### config.mk
export PLATFORM = sky130hd
export DESIGN_NAME = swallow_fbdiv
export DESIGN_NICKNAME = d
export VERILOG_FILES = /design/src/rtl/swallow_fbdiv_pkg.sv /design/src/rtl/swallow_prescaler.sv /design/src/rtl/swallow_word_check.sv /design/src/rtl/swallow_ctrl.sv /design/src/rtl/swallow_fbdiv.sv
export SDC_FILE = /design/constraint.sdc
export NUM_CORES = 1
export LEC_CHECK = 0
export ABC_AREA = 1
export BUFFER_PORTS_ARGS = -buffer_cell sky130_fd_sc_hd__buf_2
export CAP_MARGIN = 20
export CELL_PAD_IN_SITES_DETAIL_PLACEMENT = 1
export CELL_PAD_IN_SITES_GLOBAL_PLACEMENT = 2
export CORE_MARGIN = 2
export CORE_UTILIZATION = 37
export CTS_CLUSTER_SIZE = 24
export DETAILED_ROUTE_END_ITERATION = 6
export PLACE_DENSITY_LB_ADDON = 0.1
export SKIP_LAST_GASP = 1
export SLEW_MARGIN = 20
export SYNTH_ARGS = -nofsm -noshare
export SYNTH_HDL_FRONTEND = slang
export SYNTH_HIERARCHICAL = 1
export SYNTH_SLANG_ARGS = --single-unit
### constraint.sdc
create_clock -name clk -period 3.6 [get_ports clk]
set_input_delay 0.72 -clock clk [delete_from_list [all_inputs] [get_ports clk]]
set_output_delay 0.72 -clock clk [all_outputs]
set_load 0.01 [all_outputs]
### src/rtl/swallow_fbdiv_pkg.sv
package swallow_fbdiv_pkg;
  localparam int unsigned PRE_BASE = 8;
  localparam int unsigned WORD_W   = 14;
  localparam int unsigned SWL_W    = $clog2(PRE_BASE);
  localparam int unsigned MAIN_W   = WORD_W - SWL_W;
  localparam int unsigned PCNT_W   = $clog2(PRE_BASE + 1);

  typedef logic [SWL_W-1:0]  swl_t;
  typedef logic [MAIN_W-1:0] main_t;

  function automatic swl_t word_swl(input logic [WORD_W-1:0] w);
    return w[SWL_W-1:0];
  endfunction

  function automatic main_t word_main(input logic [WORD_W-1:0] w);
    return w[WORD_W-1:SWL_W];
  endfunction

  function automatic logic fields_legal(input main_t m, input swl_t a);
    return (m != '0) && (m >= main_t'(a));
  endfunction

  function automatic int unsigned cycle_len(input main_t m, input swl_t a);
    return int'(m) * PRE_BASE + int'(a);
  endfunction
endpackage

### src/rtl/swallow_prescaler.sv
module swallow_prescaler
  import swallow_fbdiv_pkg::*;
(
  input  logic clk,
  input  logic restart,
  input  logic stretch,
  output logic pre_tc
);
  localparam logic [PCNT_W-1:0] LAST_SHORT = PCNT_W'(PRE_BASE - 1);
  localparam logic [PCNT_W-1:0] LAST_LONG  = PCNT_W'(PRE_BASE);

  logic [PCNT_W-1:0] pcnt;
  logic [PCNT_W-1:0] last_val;

  assign last_val = stretch ? LAST_LONG : LAST_SHORT;
  assign pre_tc   = (pcnt == last_val);

  always_ff @(posedge clk) begin
    if (restart || pre_tc) pcnt <= '0;
    else                   pcnt <= pcnt + 1'b1;
  end

  a_r3_presc_bound: assert property (@(posedge clk) disable iff (restart)
    pcnt <= LAST_LONG);
  a_r3_short_wrap: assert property (@(posedge clk) disable iff (restart)
    (!stretch && pcnt == LAST_SHORT) |=> (pcnt == '0));
endmodule

### src/rtl/swallow_word_check.sv
module swallow_word_check
  import swallow_fbdiv_pkg::*;
(
  input  main_t m_val,
  input  swl_t  a_val,
  output logic  bad
);
  assign bad = !fields_legal(m_val, a_val);
endmodule

### src/rtl/swallow_ctrl.sv
module swallow_ctrl
  import swallow_fbdiv_pkg::*;
(
  input  logic              clk,
  input  logic              rst,
  input  logic [WORD_W-1:0] mod_word,
  input  logic              pre_tc,
  input  logic              bad,
  output main_t             m_act,
  output swl_t              a_act,
  output logic              stretch,
  output logic              cycle_end,
  output logic              load
);
  main_t mcnt;
  swl_t  acnt;
  main_t m_last;

  assign m_last    = m_act - 1'b1;
  assign stretch   = (acnt != '0);
  assign cycle_end = pre_tc && !bad && (mcnt == m_last);
  assign load      = rst || bad || cycle_end;

  always_ff @(posedge clk) begin
    if (load) begin
      m_act <= word_main(mod_word);
      a_act <= word_swl(mod_word);
      acnt  <= word_swl(mod_word);
      mcnt  <= '0;
    end else if (pre_tc) begin
      mcnt <= mcnt + 1'b1;
      if (acnt != '0) acnt <= acnt - 1'b1;
    end
  end

  a_r2_mcnt_range: assert property (@(posedge clk) disable iff (rst)
    !bad |-> (mcnt < m_act));
  a_r3_swallow_step: assert property (@(posedge clk) disable iff (rst)
    (pre_tc && stretch && !load) |=> (acnt == $past(acnt) - 1'b1));
  a_r3_swallow_hold: assert property (@(posedge clk) disable iff (rst)
    (!pre_tc && !load) |=> $stable(acnt));
  a_r5_word_hold: assert property (@(posedge clk) disable iff (rst)
    !load |=> ($stable(m_act) && $stable(a_act)));
endmodule

### src/rtl/swallow_fbdiv.sv
module swallow_fbdiv
  import swallow_fbdiv_pkg::*;
(
  input  logic              clk,
  input  logic              rst,
  input  logic [WORD_W-1:0] mod_word,
  output logic              div_pulse,
  output logic              cfg_err
);
  main_t m_act;
  swl_t  a_act;
  logic  pre_tc;
  logic  stretch;
  logic  cycle_end;
  logic  load;
  logic  bad;
  logic  pulse_q;

  swallow_word_check u_check (
    .m_val (m_act),
    .a_val (a_act),
    .bad   (bad)
  );

  swallow_ctrl u_ctrl (
    .clk       (clk),
    .rst       (rst),
    .mod_word  (mod_word),
    .pre_tc    (pre_tc),
    .bad       (bad),
    .m_act     (m_act),
    .a_act     (a_act),
    .stretch   (stretch),
    .cycle_end (cycle_end),
    .load      (load)
  );

  swallow_prescaler u_pre (
    .clk     (clk),
    .restart (rst || bad),
    .stretch (stretch),
    .pre_tc  (pre_tc)
  );

  always_ff @(posedge clk) begin
    if (rst) pulse_q <= 1'b0;
    else     pulse_q <= cycle_end;
  end

  assign div_pulse = pulse_q;
  assign cfg_err   = bad;

  a_r4_single_pulse: assert property (@(posedge clk) disable iff (rst)
    div_pulse |=> !div_pulse);
  a_r6_err_quiet: assert property (@(posedge clk) disable iff (rst)
    cfg_err |=> !div_pulse);
  a_r1_reset_quiet: assert property (@(posedge clk)
    rst |=> !div_pulse);
endmodule

After elaboration in Yosys (flattened, before gate mapping)
Cells that the tools add are included.
{"block": "totals", "elab_cells": 29, "in_bits": 16, "register_bits": 33}
{"block": "op_classes", "n_lt_le_gt_ge": 1, "n_eq_ne": 2, "n_reduce_logical": 12, "add_sub_neg": 4, "n_mux": 4}
{"operator": "$add A11 B1 Y11 const B", "count": 1}
{"operator": "$eq A11 B11 Y1", "count": 1}
{"operator": "$ge A11 B3 Y1", "count": 1}
{"operator": "$reduce_bool A11 Y1", "count": 1}
{"operator": "$sub A11 B1 Y11 const B", "count": 1}
{"operator": "$mux W3", "count": 3}
{"operator": "$add A4 B1 Y4 const B", "count": 1}
{"operator": "$eq A4 B4 Y1", "count": 1}
{"operator": "$mux W4", "count": 1}
{"operator": "$reduce_bool A2 Y1", "count": 2}
{"operator": "$logic_and A1 B1 Y1", "count": 3}
{"operator": "$logic_or A1 B1 Y1", "count": 3}
{"operator": "$reduce_bool A3 Y1", "count": 1}
{"operator": "$sub A3 B1 Y3 const B", "count": 1}
{"operator": "$reduce_and A2 Y1", "count": 1}
{"operator": "$logic_not A1 Y1", "count": 1}

Depth between registers and ports, before layout
Gate-level depths: netlist of run 1.
{"block": "logic_depth", "ltp_word": 8, "mapped_depth": 20, "depth_no_buf": 19}

Hierarchy
The synthesis of run 1 kept the hierarchy.
{"module": "swallow_ctrl", "area_each_um2": 1567.8, "cells_each": 189, "seq_area_each_um2": 730.7, "instances": 1}
{"module": "swallow_prescaler", "area_each_um2": 186.4, "cells_each": 25, "seq_area_each_um2": 80.1, "instances": 1}
{"module": "swallow_word_check", "area_each_um2": 152.6, "cells_each": 32, "seq_area_each_um2": 0.0, "instances": 1}
{"module": "swallow_fbdiv", "area_each_um2": 38.8, "cells_each": 6, "seq_area_each_um2": 20.0, "instances": 1}

Worst setup path after synthesis of run 1
OpenSTA, ideal clock, no wires.
{"block": "synth_path", "path_type": "reg-to-reg", "start": "register u_ctrl.m_act[2]", "end": "register u_ctrl.a_act[0] (enable)", "setup_ps": 304, "arrival_ps": 2011, "path_slack_ps": 1285, "stages_incl_launch_ff": 17, "path_cell_list": "edfxtp_1 > ha_1 > nand2_1 > inv_1 > nand2_1 > nand2_1 > a21oi_2 > nor2_1 > o21ai_1 > nor2_1 > nand2_1 > nor2_1 > nand2_1 > nor2_1 > nand3_2 > nand2_4 > buf_8"}
{"block": "synth_between", "elab_chain_len": 5, "elab_cells_between_ends": 10}
{"item": "start: declaration", "line": "swallow_ctrl.sv:9", "text": "output main_t m_act,"}
{"item": "start signal: assignment", "line": "swallow_ctrl.sv:26", "text": "m_act <= word_main(mod_word);"}
{"item": "$ge A11 B3 Y1 or $reduce_bool A11 Y1 (tied branches)", "line": "swallow_fbdiv_pkg.sv:20", "text": "return (m != '0) && (m >= main_t'(a));"}
{"item": "$logic_and A1 B1 Y1 (*)", "line": "swallow_fbdiv_pkg.sv:20"}
{"item": "$logic_not A1 Y1 (*)", "line": "swallow_word_check.sv:8", "text": "assign bad = !fields_legal(m_val, a_val);"}
{"item": "named net cfg_err", "line": "swallow_fbdiv.sv:8", "text": "output logic cfg_err"}
{"item": "$logic_or A1 B1 Y1 (*) (2 in a row)", "line": "swallow_ctrl.sv:22", "text": "assign load = rst || bad || cycle_end;"}
{"item": "named net load", "line": "swallow_fbdiv.sv:15", "text": "logic load;"}
{"item": "end signal: assignment", "line": "swallow_ctrl.sv:27", "text": "a_act <= word_swl(mod_word);"}
{"item": "end: declaration", "line": "swallow_ctrl.sv:10", "text": "output swl_t a_act,"}
Mark *: on every way through the listed nets, which the timed path passes. The rest lies on a longest branch.
A chain may end at the register's enable or synchronous reset.

Final worst setup path of run 1
{"block": "layout_path", "start": "register u_ctrl.acnt[0]", "end": "register u_ctrl.m_act[0] (enable)"}
{"block": "layout_between", "elab_chain_len": 6}
{"item": "start: declaration", "line": "swallow_ctrl.sv:16", "text": "swl_t acnt;"}
{"item": "start signal: assignment", "line": "swallow_ctrl.sv:28", "text": "acnt <= word_swl(mod_word);"}
{"item": "start signal: assignment", "line": "swallow_ctrl.sv:32", "text": "if (acnt != '0) acnt <= acnt - 1'b1;"}
{"item": "$reduce_bool A3 Y1", "line": "swallow_ctrl.sv:20", "text": "assign stretch = (acnt != '0);"}
{"item": "named net stretch", "line": "swallow_fbdiv.sv:13", "text": "logic stretch;"}
{"item": "$mux W4", "line": "swallow_prescaler.sv:15", "text": "assign last_val = stretch ? LAST_LONG : LAST_SHORT;"}
{"item": "$eq A4 B4 Y1", "line": "swallow_prescaler.sv:16", "text": "assign pre_tc = (pcnt == last_val);"}
{"item": "named net pre_tc", "line": "swallow_fbdiv.sv:12", "text": "logic pre_tc;"}
{"item": "$logic_and A1 B1 Y1 (2 in a row)", "line": "swallow_ctrl.sv:21", "text": "assign cycle_end = pre_tc && !bad && (mcnt == m_last);"}
{"item": "$logic_or A1 B1 Y1", "line": "swallow_ctrl.sv:22"}
{"item": "named net load", "line": "swallow_fbdiv.sv:15"}
The timed path passes the listed nets, and every way through them passes these cells.

==> results.json, run 1 <==
{
  "num_antenna_cells": 0,
  "startpoint_class": "register",
  "die_height_um": 76.52,
  "critical_path.reg2reg.startpoint": "u_ctrl/acnt[0]$_DFFE_PP_",
  "initial_core_util": 0.3834,
  "detailed_place_hpwl_mm": 3.436,
  "cell_accounting_for_the_most_synthesized_area": "sky130_fd_sc_hd__edfxtp_1",
  "syn_area_um2": 1946,
  "synthDistinctLibCells": 26,
  "cp-end-kind": "register",
  "setup.reg_to_reg.worst_slack_ps": 990,
  "vias": 1518,
  "share_comb_of_total_power": 0.102,
  "synth.yosys.seq_area_share": 0.4270,
  "pin_slew_with_the_least_headroom_to_its_limit_ps": 424.4,
  "final-setup-viol-count": 0,
  "synth_top_family_by_area": "simple AND/OR/NAND/NOR gates",
  "pre_cts_slack_ps": 987.6,
  "netlist_instances": 252,
  "r2r_end": "u_ctrl/m_act[0]$_DFFE_PP_",
  "synth_compound_area_frac": 0.01222,
  "wl_per_cell_um": 12.51,
  "numPortBuffers": 17,
  "route.detailed.drc": 0,
  "yosysWarningCount": 6,
  "period_needed_ps": 2607,
  "hp_class": "register to register",
  "place_congestion": 0.7867,
  "grt_setup_unrepaired": "no",
  "cts_tree": "built",
  "clock_sinks": 33,
  "p_leak_nw": 1.031,
  "nets": 297,
  "cell_depth_of_the_worst_flop_to_flop_path": 17,
  "final_global_route_overflow_total": 0,
  "grt_pass1_wl_mm": 7.210,
  "postCtsSetupBuffers": 0,
  "die_x_um": 76.52,
  "layout-drive-gt1-share": 0.1277,
  "outcome": "finished clean",
  "power.net_switching_uw": 206.7,
  "synthTopCellsByArea": "sky130_fd_sc_hd__edfxtp_1, sky130_fd_sc_hd__dfxtp_1, sky130_fd_sc_hd__nand2_1",
  "area_share_of_fa_ha_maj_cells_after_synthesis": 0.05145,
  "seq_pwr_share": 0.545,
  "cap_violations": 0,
  "clock_tree.htree_level_count": 2,
  "timing_worst_setup_path_type": "register to register",
  "p_per_area_nw_per_um2": 359.7,
  "cp.required_ps": 3550,
  "final.fill_count": 680,
  "timing.critical_path.fanout_max": 28,
  "cts_resized": 0,
  "number_of_antenna_violations_at_the_first_check_in_global_routing": 0,
  "min_delay_worst_endpoint": "u_pre/pcnt[0]$_SDFF_PP0_",
  "area_used_by_sequential_logic_in_the_layout_um2": 830.8,
  "floorplan.io_pins": 18,
  "die-area_um2": 5855,
  "final_antenna_net_count": 0,
  "clkPwrFrac": 0.353,
  "detailedRoute.firstPassIterationCount": 4,
  "core.rowCount": 26,
  "drt-vias-per-instance": 4.413,
  "ctsLongestPathBuffers": 2,
  "clock_insertion_delay_worst_skew_ps": 290,
  "flow.area_growth_from_synthesis_pct": 12.03,
  "core_region_area_um2": 5075,
  "worst_ir_drop_vdd_uv": 182.3,
  "final.period_utilization": 0.7242,
  "wirelength_mm": 4.304,
  "maxSlewHeadroom": 0.7160,
  "postLayoutSetupSlackWorst_ps": 992.9,
  "cts_hold_buf": 0,
  "power.total_uw": 784.0,
  "slew_viol_final": 0,
  "synth_seq_cells": 33,
  "post-synth-top-area-fraction": 0.2624,
  "drt_iter0_markers": 38,
  "path_clk_slew_ps": 70,
  "grt_pass1_vias": 1549,
  "finalHoldViolCount": 0,
  "design_internal_power_uw": 577.4,
  "timing.hold.worst_path_depth": 1,
  "synth_fp_nets": 276,
  "groute.usage.overall": 0.1579,
  "swShare": 0.2636,
  "post_synth_xor_area_fraction": 0.08810,
  "grt_start_max_net_pins": 29,
  "clock.fmax_mhz": 383.6,
  "fin_tns_setup_ps": 0,
  "root_buffer": "sky130_fd_sc_hd__clkbuf_8",
  "worst_ep_arrival_time_ps": 2560,
  "post_synth.cell_area_avg_um2": 7.721,
  "fin_skew_ps": 3.800,
  "hold_path.startpoint": "u_pre/pcnt[0]$_SDFF_PP0_",
  "yosys.area_share.simple": 0.3106,
  "numCtsBuffers": 5,
  "yosys-mux-area-fraction": 0.005145,
  "total_area_of_multi_input_combinational_cells_um2": 909.6
}
-- per-stage QoR --
stage | cells | hold WS [ps] | area (um2) | utilization
after floorplan | 252 | 441.4 | 1946 | -
after global placement | 336 | 460.4 | 2093 | 0.4125
after detailed placement | 336 | 468.6 | 2093 | 0.4125
after CTS | 344 | 487.4 | 2180 | 0.4295
after global routing | 344 | 511.1 | 2180 | 0.4295
final | 344 | 477.1 | 2180 | 0.4295
-- cell families after synthesis --
kind of cell / count (synthesis)
muxes: 1
DFF: 33
buffers and inverters: 51
adders and majority gates: 8
AOI/OAI and AO/OA: 4
xor gates and xnor gates: 18
and+or+nand+nor: 137
-- worst max-delay path: stages (launching register included) --
cell and delay [ps]:
sky130_fd_sc_hd__edfxtp_1 340, sky130_fd_sc_hd__inv_1 70, sky130_fd_sc_hd__ha_1 190, sky130_fd_sc_hd__nand2_1 100
sky130_fd_sc_hd__nand2_1 60, sky130_fd_sc_hd__inv_1 50, sky130_fd_sc_hd__nand3_1 90, sky130_fd_sc_hd__nand2_1 210
sky130_fd_sc_hd__inv_1 90, sky130_fd_sc_hd__nor2_1 100, sky130_fd_sc_hd__o21ai_1 70, sky130_fd_sc_hd__nor2_1 90
sky130_fd_sc_hd__nand2_1 50, sky130_fd_sc_hd__nor2_1 70, sky130_fd_sc_hd__nand2_1 50, sky130_fd_sc_hd__nor2_1 120
sky130_fd_sc_hd__nand3_2 170, sky130_fd_sc_hd__nand2_4 340
-- worst max-delay path by stage --
stage,startpoint,endpoint,slack [ps],depth (start not counted)
3_5_place_dp,u_ctrl/acnt[0]$_DFFE_PP_,u_ctrl/m_act[5]$_DFFE_PP_,990,17
2_1_floorplan,u_ctrl/m_act[2]$_DFFE_PP_,u_ctrl/a_act[0]$_DFFE_PP_,1290,16
5_1_grt,u_ctrl/acnt[0]$_DFFE_PP_,u_ctrl/acnt[0]$_DFFE_PP_,640,19
6_report,u_ctrl/acnt[0]$_DFFE_PP_,u_ctrl/m_act[0]$_DFFE_PP_,990,17
4_1_cts,u_ctrl/acnt[0]$_DFFE_PP_,u_ctrl/m_act[3]$_DFFE_PP_,960,17
3_3_place_gp,u_ctrl/m_act[2]$_DFFE_PP_,u_ctrl/m_act[3]$_DFFE_PP_,1090,15
-- cells in the mapped netlist --
cell type,number
sky130_fd_sc_hd__a21oi_1,1
sky130_fd_sc_hd__a21oi_2,1
sky130_fd_sc_hd__and3_1,1
sky130_fd_sc_hd__buf_2,2
sky130_fd_sc_hd__buf_8,1
sky130_fd_sc_hd__dfxtp_1,16
sky130_fd_sc_hd__edfxtp_1,17
sky130_fd_sc_hd__ha_1,8
sky130_fd_sc_hd__inv_1,48
sky130_fd_sc_hd__mux2i_1,1
sky130_fd_sc_hd__nand2_1,62
sky130_fd_sc_hd__nand2_2,1
sky130_fd_sc_hd__nand2_4,2
sky130_fd_sc_hd__nand3_1,23
sky130_fd_sc_hd__nand3_2,2
sky130_fd_sc_hd__nand4_1,1
sky130_fd_sc_hd__nor2_1,39
sky130_fd_sc_hd__nor2_2,1
sky130_fd_sc_hd__nor2_4,2
sky130_fd_sc_hd__nor3_1,2
sky130_fd_sc_hd__nor3_2,1
sky130_fd_sc_hd__o21ai_0,1
sky130_fd_sc_hd__o21ai_1,1
sky130_fd_sc_hd__xnor2_1,7
sky130_fd_sc_hd__xnor3_1,1
sky130_fd_sc_hd__xor2_1,10
-- layer usage --
metal / share of wire / vias up / GRT usage
li1: - / 808 / -
met1: 0.47 / 684 / 0.1937
met2: 0.49 / 17 / 0.2681
met3: 0.026 / 9 / 0.03673
met4: 0.019 / 0 / 0.06182
met5: 0 / - / 0
-- sequential cells by signal, summed over array words and instances, names as in the netlist --
name,flops
u_ctrl/acnt,3
u_ctrl/mcnt,11
u_ctrl/m_act,11
div_pulse,1
u_pre/pcnt,4
u_ctrl/a_act,3
-- power by group through the flow --
stage	registers (mW)	clock network [mW]	logic, mW
floorplan	0.431	0	0.0587
global route	0.430	0.303	0.0934
global placement	0.436	0	0.0797
finish	0.427	0.277	0.0799
detailed placement	0.436	0	0.0815
CTS	0.427	0.292	0.0820
-- cell usage in the layout (no fill, tap or decap), types with 2 or more instances in the layout --
cell	netlist	routed
sky130_fd_sc_hd__dfxtp_1	16	16
sky130_fd_sc_hd__nand2_1	62	62
sky130_fd_sc_hd__nor2_1	39	39
sky130_fd_sc_hd__xor2_1	10	10
sky130_fd_sc_hd__xnor2_1	7	7
sky130_fd_sc_hd__ha_1	8	8
sky130_fd_sc_hd__nand3_2	2	2
sky130_fd_sc_hd__nand3_1	23	23
sky130_fd_sc_hd__inv_1	48	48
sky130_fd_sc_hd__nor2_4	2	2
sky130_fd_sc_hd__clkbuf_8	0	5
sky130_fd_sc_hd__buf_2	2	17
sky130_fd_sc_hd__nand2_4	2	2
sky130_fd_sc_hd__clkinv_2	0	2
sky130_fd_sc_hd__nor3_1	2	2
sky130_fd_sc_hd__edfxtp_1	17	17
-- area by class of cell --
cell class	instances	share of cell area
multi-input cells	168	0.4173
flip-flops and latches	33	0.3812
inverters	48	0.08266
well taps	70	0.04018
repair buffers	17	0.03904
clock buffers	5	0.03157
clock inverters	3	0.008037
(Power assumes the default switching activity.)
==> inputs of run 2 (changes only) <==
--- a/config.mk
+++ b/config.mk
@@ -5,13 +5,13 @@
 export SDC_FILE = /design/constraint.sdc
 export NUM_CORES = 1
 export LEC_CHECK = 0
-export ABC_AREA = 1
+export ABC_AREA = 0
 export BUFFER_PORTS_ARGS = -buffer_cell sky130_fd_sc_hd__buf_2
 export CAP_MARGIN = 20
 export CELL_PAD_IN_SITES_DETAIL_PLACEMENT = 1
 export CELL_PAD_IN_SITES_GLOBAL_PLACEMENT = 2
 export CORE_MARGIN = 2
-export CORE_UTILIZATION = 37
+export CORE_UTILIZATION = 34
 export CTS_CLUSTER_SIZE = 24
 export DETAILED_ROUTE_END_ITERATION = 6
 export PLACE_DENSITY_LB_ADDON = 0.1
==> constraint.sdc (replaced) <==
create_clock -name clk -period 2.3 [get_ports clk]
set_input_delay 0.46 -clock clk [delete_from_list [all_inputs] [get_ports clk]]
set_output_delay 0.46 -clock clk [all_outputs]
set_load 0.01 [all_outputs]
==> results.json, run 2 <==
{
  "outcome": "finished, violations left",
  "failed_checks": "setup timing",
  "finalHoldViolCount": 0,
  "floorplan.io_pins": 18,
  "period_needed_ps": 2834,
  "die_height_um": 77.20,
  "most_frequent_cells_in_the_layout": "sky130_fd_sc_hd__buf_4, sky130_fd_sc_hd__buf_2, sky130_fd_sc_hd__edfxtp_1",
  "cts_tree": "built",
  "postLayoutSetupSlackWorst_ps": -534.1,
  "crit_path_max_incr_delay_ps": 390,
  "hp_class": "input pin to register",
  "synthDistinctLibCells": 44,
  "synth_seq_cells": 33,
  "busiest_layer": "met2",
  "drt_iter0_markers": 94,
  "final.period_utilization": 1.232,
  "grt_start_max_net_pins": 11,
  "dominantRegCellSynth": "sky130_fd_sc_hd__edfxtp_1",
  "yosys-mux-area-fraction": 0.02747,
  "number_of_antenna_violations_at_the_first_check_in_global_routing": 0,
  "final_antenna_net_count": 0,
  "layout-drive-gt1-share": 0.4245,
  "wirelength_mm": 5.047,
  "clock_tree.htree_level_count": 2,
  "clock_sinks": 33,
  "maxSlewHeadroom": 0.6736,
  "p_leak_nw": 1.043,
  "synth.cells.most_frequent": "sky130_fd_sc_hd__nor2_1, sky130_fd_sc_hd__edfxtp_1, sky130_fd_sc_hd__dfxtp_1",
  "post_synth.cell_area_avg_um2": 10.47,
  "num_antenna_cells": 0,
  "path_clk_slew_ps": 70,
  "crit_buf_inv": 2,
  "initial_core_util": 0.3544,
  "final-setup-viol-count": 32,
  "post_synth_xor_area_fraction": 0.09615,
  "yosysWarningCount": 6,
  "core.rowCount": 26,
  "timing.critical_path.fanout_max": 4,
  "core_region_area_um2": 5140,
  "final_core_utilization": 0.5039,
  "detailed_place_hpwl_mm": 3.718,
  "die_x_um": 77.20,
  "hold_ws_ps": 353.3,
  "route.detailed.drc": 0,
  "final_global_route_overflow_total": 0,
  "flow.area_growth_from_synthesis_pct": 42.17,
  "synth_compound_area_frac": 0.1291,
  "pin_slew_with_the_least_headroom_to_its_limit_ps": 488.0,
  "clock.fmax_mhz": 352.8,
  "timing.critical_path.cells": "inv_2 > ha_4 > nand2b_4 > or3b_4 > o32ai_4 > nand4b_1 > a2111oi_4 > o221ai_2 > o31ai_4 > buf_6 > mux2_4",
  "place_congestion": 0.7817,
  "dpl.cell_count": 298,
  "worst_ir_drop_vdd_uv": 211.1,
  "synthTopCellsByArea": "sky130_fd_sc_hd__edfxtp_1, sky130_fd_sc_hd__dfxtp_1, sky130_fd_sc_hd__ha_1",
  "drt-vias-per-instance": 5.048,
  "layout.cells.most_common": "sky130_fd_sc_hd__buf_4",
  "cap_violations": 0,
  "met3_usage": 0.03882,
  "area_share_of_fa_ha_maj_cells_after_synthesis": 0.05495,
  "timing.critical_path.slowest_stage_cell": "sky130_fd_sc_hd__or3b_4",
  "kind_of_cell_adding_the_most_delay_to_the_critical_path": "compound AO/OA/AOI/OAI gates",
  "synth_enable_flop_cells": 17,
  "vias": 1590,
  "fin_skew_ps": 5.426,
  "root_buffer": "sky130_fd_sc_hd__clkbuf_8",
  "setup.reg_to_reg.worst_slack_ps": -530,
  "postSynth.asyncResetShare": 0,
  "netlist_instances": 174,
  "cp.required_ps": 2330,
  "wl_per_cell_um": 16.02,
  "clock_insertion_delay_worst_skew_ps": 280,
  "worst_ep_arrival_time_ps": 2870,
  "grt_pass1_wl_mm": 8.424,
  "cell_accounting_for_the_most_synthesized_area": "sky130_fd_sc_hd__edfxtp_1",
  "cp-end-kind": "register",
  "final.fill_count": 598,
  "nets": 268,
  "synth_top_family_by_area": "simple AND/OR/NAND/NOR gates",
  "groute.usage.overall": 0.1785,
  "post-synth-top-area-fraction": 0.2802,
  "gr-usage-met2": 0.2965,
  "grtUsageMet1": 0.2274,
  "die-area_um2": 5960,
  "synth_most_common_cell": "sky130_fd_sc_hd__nor2_1",
  "numCtsBuffers": 5,
  "startpoint_class": "register",
  "top_regs": "u_ctrl/m_act x11, u_ctrl/mcnt x11, u_pre/pcnt x4",
  "synth_fp_nets": 198,
  "yosys.area_share.simple": 0.2054,
  "detailedRoute.firstPassIterationCount": 4,
  "finish.cell_count_without_fillers": 315,
  "synth.yosys.seq_area_share": 0.4560,
  "timing_worst_setup_path_type": "register to register",
  "p_per_area_nw_per_um2": 513.3,
  "slew_viol_final": 0,
  "ctsLongestPathBuffers": 2,
  "grt_setup_unrepaired": "yes",
  "numPortBuffers": 17,
  "syn_area_um2": 1822,
  "grt_pass1_vias": 1775
}
run 2: changes by cell type after synthesis, sizes merged, moves of 4 or more:
| cell | previous run | this run |
|---|---|---|
| a21oi | 2 | 10 |
| inv | 48 | 11 |
| nand2 | 65 | 5 |
| nand2b | 0 | 4 |
| nand3 | 25 | 7 |
| nor2 | 42 | 19 |
| nor4 | 0 | 5 |
run 2: report_power, final:
| part | internal, mW | switching, mW | leakage (nW) |
|---|---|---|---|
| clock | 0.237 | 0.209 | 0.0486 |
| combinational | 0.118 | 0.104 | 0.699 |
| sequential | 0.646 | 0.0155 | 0.296 |
run 2: cell type report:
cell class / instances / area, um2 / share of cell area
clock buffers: 6 / 82.58 / 0.03188
clock inverters: 2 / 8.758 / 0.003382
inverters: 11 / 41.29 / 0.01594
multi-input cells: 127 / 1027 / 0.3966
flip-flops and latches: 33 / 830.8 / 0.3208
well taps: 70 / 87.58 / 0.03382
repair buffers: 66 / 511.7 / 0.1976
run 2: timing repair:
action / in CTS / in global routing
hold buffers: 0 / 0
pin swaps: 2 / 3
setup endpoints to repair: 32 / 33
buffers inserted: 3 / 5
hold endpoints to repair: 0 / 0
gates cloned: 1 / 0
gates resized for setup: 10 / 22
run 2: logic make-up (layout without fill, tap and decap cells):
logic type / Yosys count / in the layout
buffers and inverters: 14 / 85
AOI/OAI and AO/OA: 27 / 27
adders and majority gates: 8 / 8
DFF: 33 / 33
and+or+nand+nor: 68 / 68
xor gates and xnor gates: 20 / 20
muxes: 4 / 4
run 2: worst register-to-register path, cell delays in order (launching register included):
cell and delay, ps:
sky130_fd_sc_hd__edfxtp_1 340, sky130_fd_sc_hd__inv_2 50, sky130_fd_sc_hd__ha_4 160, sky130_fd_sc_hd__nand2b_4 60
sky130_fd_sc_hd__or3b_4 390, sky130_fd_sc_hd__o32ai_4 270, sky130_fd_sc_hd__nand4b_1 200, sky130_fd_sc_hd__a2111oi_4 250
sky130_fd_sc_hd__o221ai_2 190, sky130_fd_sc_hd__o31ai_4 230, sky130_fd_sc_hd__buf_6 150, sky130_fd_sc_hd__mux2_4 300
run 2: path summary, 6_finish.rpt:
check	from	to	cells after the start
worst min register to register	u_ctrl/mcnt[10]$_SDFFE_PP0P_	u_ctrl/mcnt[10]$_SDFFE_PP0P_	2
worst max-delay path	u_ctrl/acnt[1]$_DFFE_PP_	u_ctrl/acnt[2]$_DFFE_PP_	11
worst min-delay path	mod_word[10]	u_ctrl/m_act[7]$_DFFE_PP_	1
worst max register to register	u_ctrl/acnt[1]$_DFFE_PP_	u_ctrl/acnt[2]$_DFFE_PP_	11
run 2: per-stage QoR:
stage	instance area, um2	power, mW	setup TNS (ps)	worst slack [ps]
6_report	2590	1.329	-15070	-534.1
5_1_grt	2590	1.398	-19470	-666.8
4_1_cts	2430	1.319	-13190	-538.2
3_5_place_dp	2282	0.8536	-18250	-675.1
3_3_place_gp	2282	0.8430	-14840	-545.4
2_1_floorplan	1838	0.7674	-18370	-699.8
run 2: per-layer routing:
layer,vias up,wire [um]
met4,0,90
met3,11,257
met5,-,0
met2,36,2482
met1,771,2217
li1,772,-
==> inputs of run 3 (changes only) <==
--- a/config.mk
+++ b/config.mk
@@ -8,10 +8,10 @@
 export ABC_AREA = 0
 export BUFFER_PORTS_ARGS = -buffer_cell sky130_fd_sc_hd__buf_2
 export CAP_MARGIN = 20
-export CELL_PAD_IN_SITES_DETAIL_PLACEMENT = 1
-export CELL_PAD_IN_SITES_GLOBAL_PLACEMENT = 2
+export CELL_PAD_IN_SITES_DETAIL_PLACEMENT = 0
+export CELL_PAD_IN_SITES_GLOBAL_PLACEMENT = 1
 export CORE_MARGIN = 2
-export CORE_UTILIZATION = 34
+export CORE_UTILIZATION = 41
 export CTS_CLUSTER_SIZE = 24
 export DETAILED_ROUTE_END_ITERATION = 6
 export PLACE_DENSITY_LB_ADDON = 0.1
==> results.json, run 3 (synthesis results as in run 2) <==
{
  "detailedRoute.firstPassIterationCount": 4,
  "clock_insertion_delay_worst_skew_ps": 280,
  "wirelength_mm": 4.134,
  "root_buffer": "sky130_fd_sc_hd__clkbuf_8",
  "flow.area_growth_from_synthesis_pct": 31.32,
  "clock.fmax_mhz": 356.8,
  "groute.usage.overall": 0.1723,
  "initial_core_util": 0.4213,
  "design_internal_power_uw": 952.0,
  "crit_path_max_incr_delay_ps": 570,
  "top_regs": "u_ctrl/m_act x11, u_ctrl/mcnt x11, u_pre/pcnt x4",
  "core.rowCount": 24,
  "final_core_utilization": 0.5532,
  "path_clk_slew_ps": 70,
  "period_needed_ps": 2803,
  "nets": 257,
  "final_antenna_net_count": 0,
  "grt_start_max_net_pins": 20,
  "die-area_um2": 4992,
  "failed_checks": "setup timing",
  "pre_cts_slack_ps": -682.9,
  "finalHoldViolCount": 0,
  "place_congestion": 0.8377,
  "seq_pwr_share": 0.524,
  "die_height_um": 70.66,
  "num_antenna_cells": 0,
  "layout-drive-gt1-share": 0.3462,
  "postLayoutSetupSlackWorst_ps": -502.9,
  "detailed_place.area_um2": 2215,
  "most_frequent_cells_in_the_layout": "sky130_fd_sc_hd__buf_4, sky130_fd_sc_hd__nor2_1, sky130_fd_sc_hd__edfxtp_1",
  "grt_setup_unrepaired": "yes",
  "final.period_utilization": 1.219,
  "layout.cells.most_common": "sky130_fd_sc_hd__buf_4",
  "detailed_place_hpwl_mm": 3.169,
  "final_cell_area_um2": 2392,
  "crit_buf_inv": 1,
  "number_of_antenna_violations_at_the_first_check_in_global_routing": 0,
  "critical_path.reg2reg.startpoint": "u_ctrl/m_act[2]$_DFFE_PP_",
  "power.net_switching_uw": 308.7,
  "fin_skew_ps": 8.939,
  "core_region_area_um2": 4324,
  "maxSlewHeadroom": 0.7019,
  "ctsLongestPathBuffers": 2,
  "worst_ep_arrival_time_ps": 2840,
  "cap_violations": 0,
  "route.detailed.drc": 0,
  "die_x_um": 70.66,
  "numPortBuffers": 17,
  "timing_worst_setup_path_type": "register to register",
  "p_leak_nw": 0.9639,
  "grt_pass1_vias": 1474,
  "drt-vias-per-instance": 5.112,
  "wl_per_cell_um": 14.45,
  "worst_ir_drop_vdd_uv": 351.7,
  "final_global_route_overflow_total": 0,
  "timing.critical_path.cells": "or4_4 > o41a_1 > a2111oi_4 > o221ai_2 > o31ai_4 > buf_6 > mux2_4",
  "hold_ws_ps": 357.0,
  "outcome": "finished, violations left",
  "drt_iter0_markers": 50,
  "share_comb_of_total_power": 0.155,
  "kind_of_cell_adding_the_most_delay_to_the_critical_path": "compound AO/OA/AOI/OAI gates",
  "cp-end-kind": "register",
  "hold_path.startpoint": "mod_word[13]",
  "setup.worst_path.start": "u_ctrl/m_act[2]$_DFFE_PP_",
  "numCtsBuffers": 5,
  "grt_pass1_wl_mm": 6.741,
  "p_per_area_nw_per_um2": 527.0,
  "swShare": 0.2449,
  "timing.critical_path.fanout_max": 5,
  "floorplan.io_pins": 18,
  "slew_viol_final": 0,
  "clock_sinks": 33,
  "timing.critical_path.slowest_stage_cell": "sky130_fd_sc_hd__or4_4",
  "clkPwrFrac": 0.321,
  "startpoint_class": "register",
  "cp.required_ps": 2330,
  "pin_slew_with_the_least_headroom_to_its_limit_ps": 445.7,
  "vias": 1462,
  "final-setup-viol-count": 32,
  "clock_tree.htree_level_count": 2,
  "hp_class": "input pin to register",
  "cts_tree": "built"
}
run 3: cell types whose count changed in the layout (fill, tap and decap cells not counted), sizes merged:
cell and change:
clkbuf -1, clkinv +1, buf -11
run 3: layer usage:
metal | up-vias | wire [um] | global-route usage
li1 | 747 | - | -
met3 | 7 | 127 | 0.03846
met4 | 0 | 59 | 0.06080
met2 | 20 | 1876 | 0.2725
met5 | - | 0 | 0
met1 | 688 | 2070 | 0.2345
run 3: final timing paths:
| kind | end | slack [ps] | cells past startpoint |
|---|---|---|---|
| max | u_ctrl/acnt[2]$_DFFE_PP_ | -500 | 7 |
| min | u_ctrl/m_act[10]$_DFFE_PP_ | 360 | 1 |
| max reg2reg | u_ctrl/acnt[2]$_DFFE_PP_ | -500 | 7 |
| min reg2reg | u_ctrl/mcnt[10]$_SDFFE_PP0P_ | 550 | 2 |
run 3: power by group through the flow:
stage / Clock, mW / Combinational, mW / Sequential (mW)
final: 0.405 / 0.195 / 0.661
after global routing: 0.446 / 0.211 / 0.663
after CTS: 0.417 / 0.189 / 0.661
after detailed placement: 0 / 0.173 / 0.673
after global placement: 0 / 0.167 / 0.673
after floorplan: 0 / 0.0886 / 0.679
run 3: repair_timing:
| item | 4_1_cts | 5_1_grt |
|---|---|---|
| buffers inserted | 3 | 1 |
| endpoints found under the setup margin | 33 | 33 |
| resized for setup | 12 | 2 |
| gates cloned | 0 | 0 |
| pin swaps | 3 | 2 |
| hold buffers | 0 | 0 |
run 3: cell type report:
class | count | area [um2]
Fill cell | 397 | 1932
Multi-Input combinational cell | 127 | 982.2
Sequential cell | 33 | 830.8
Timing Repair Buffer | 55 | 391.6
Clock buffer | 5 | 68.82
Tap cell | 52 | 65.06
Inverter | 11 | 41.29
Clock inverter | 3 | 12.51
run 3: through the flow:
stage	std cells	TNS [ps]	power [mW]
after floorplan	174	-18370	0.7674
after global placement	274	-15130	0.8396
after detailed placement	274	-18850	0.8463
after CTS	285	-12210	1.267
after global routing	286	-16240	1.320
final	286	-12260	1.261
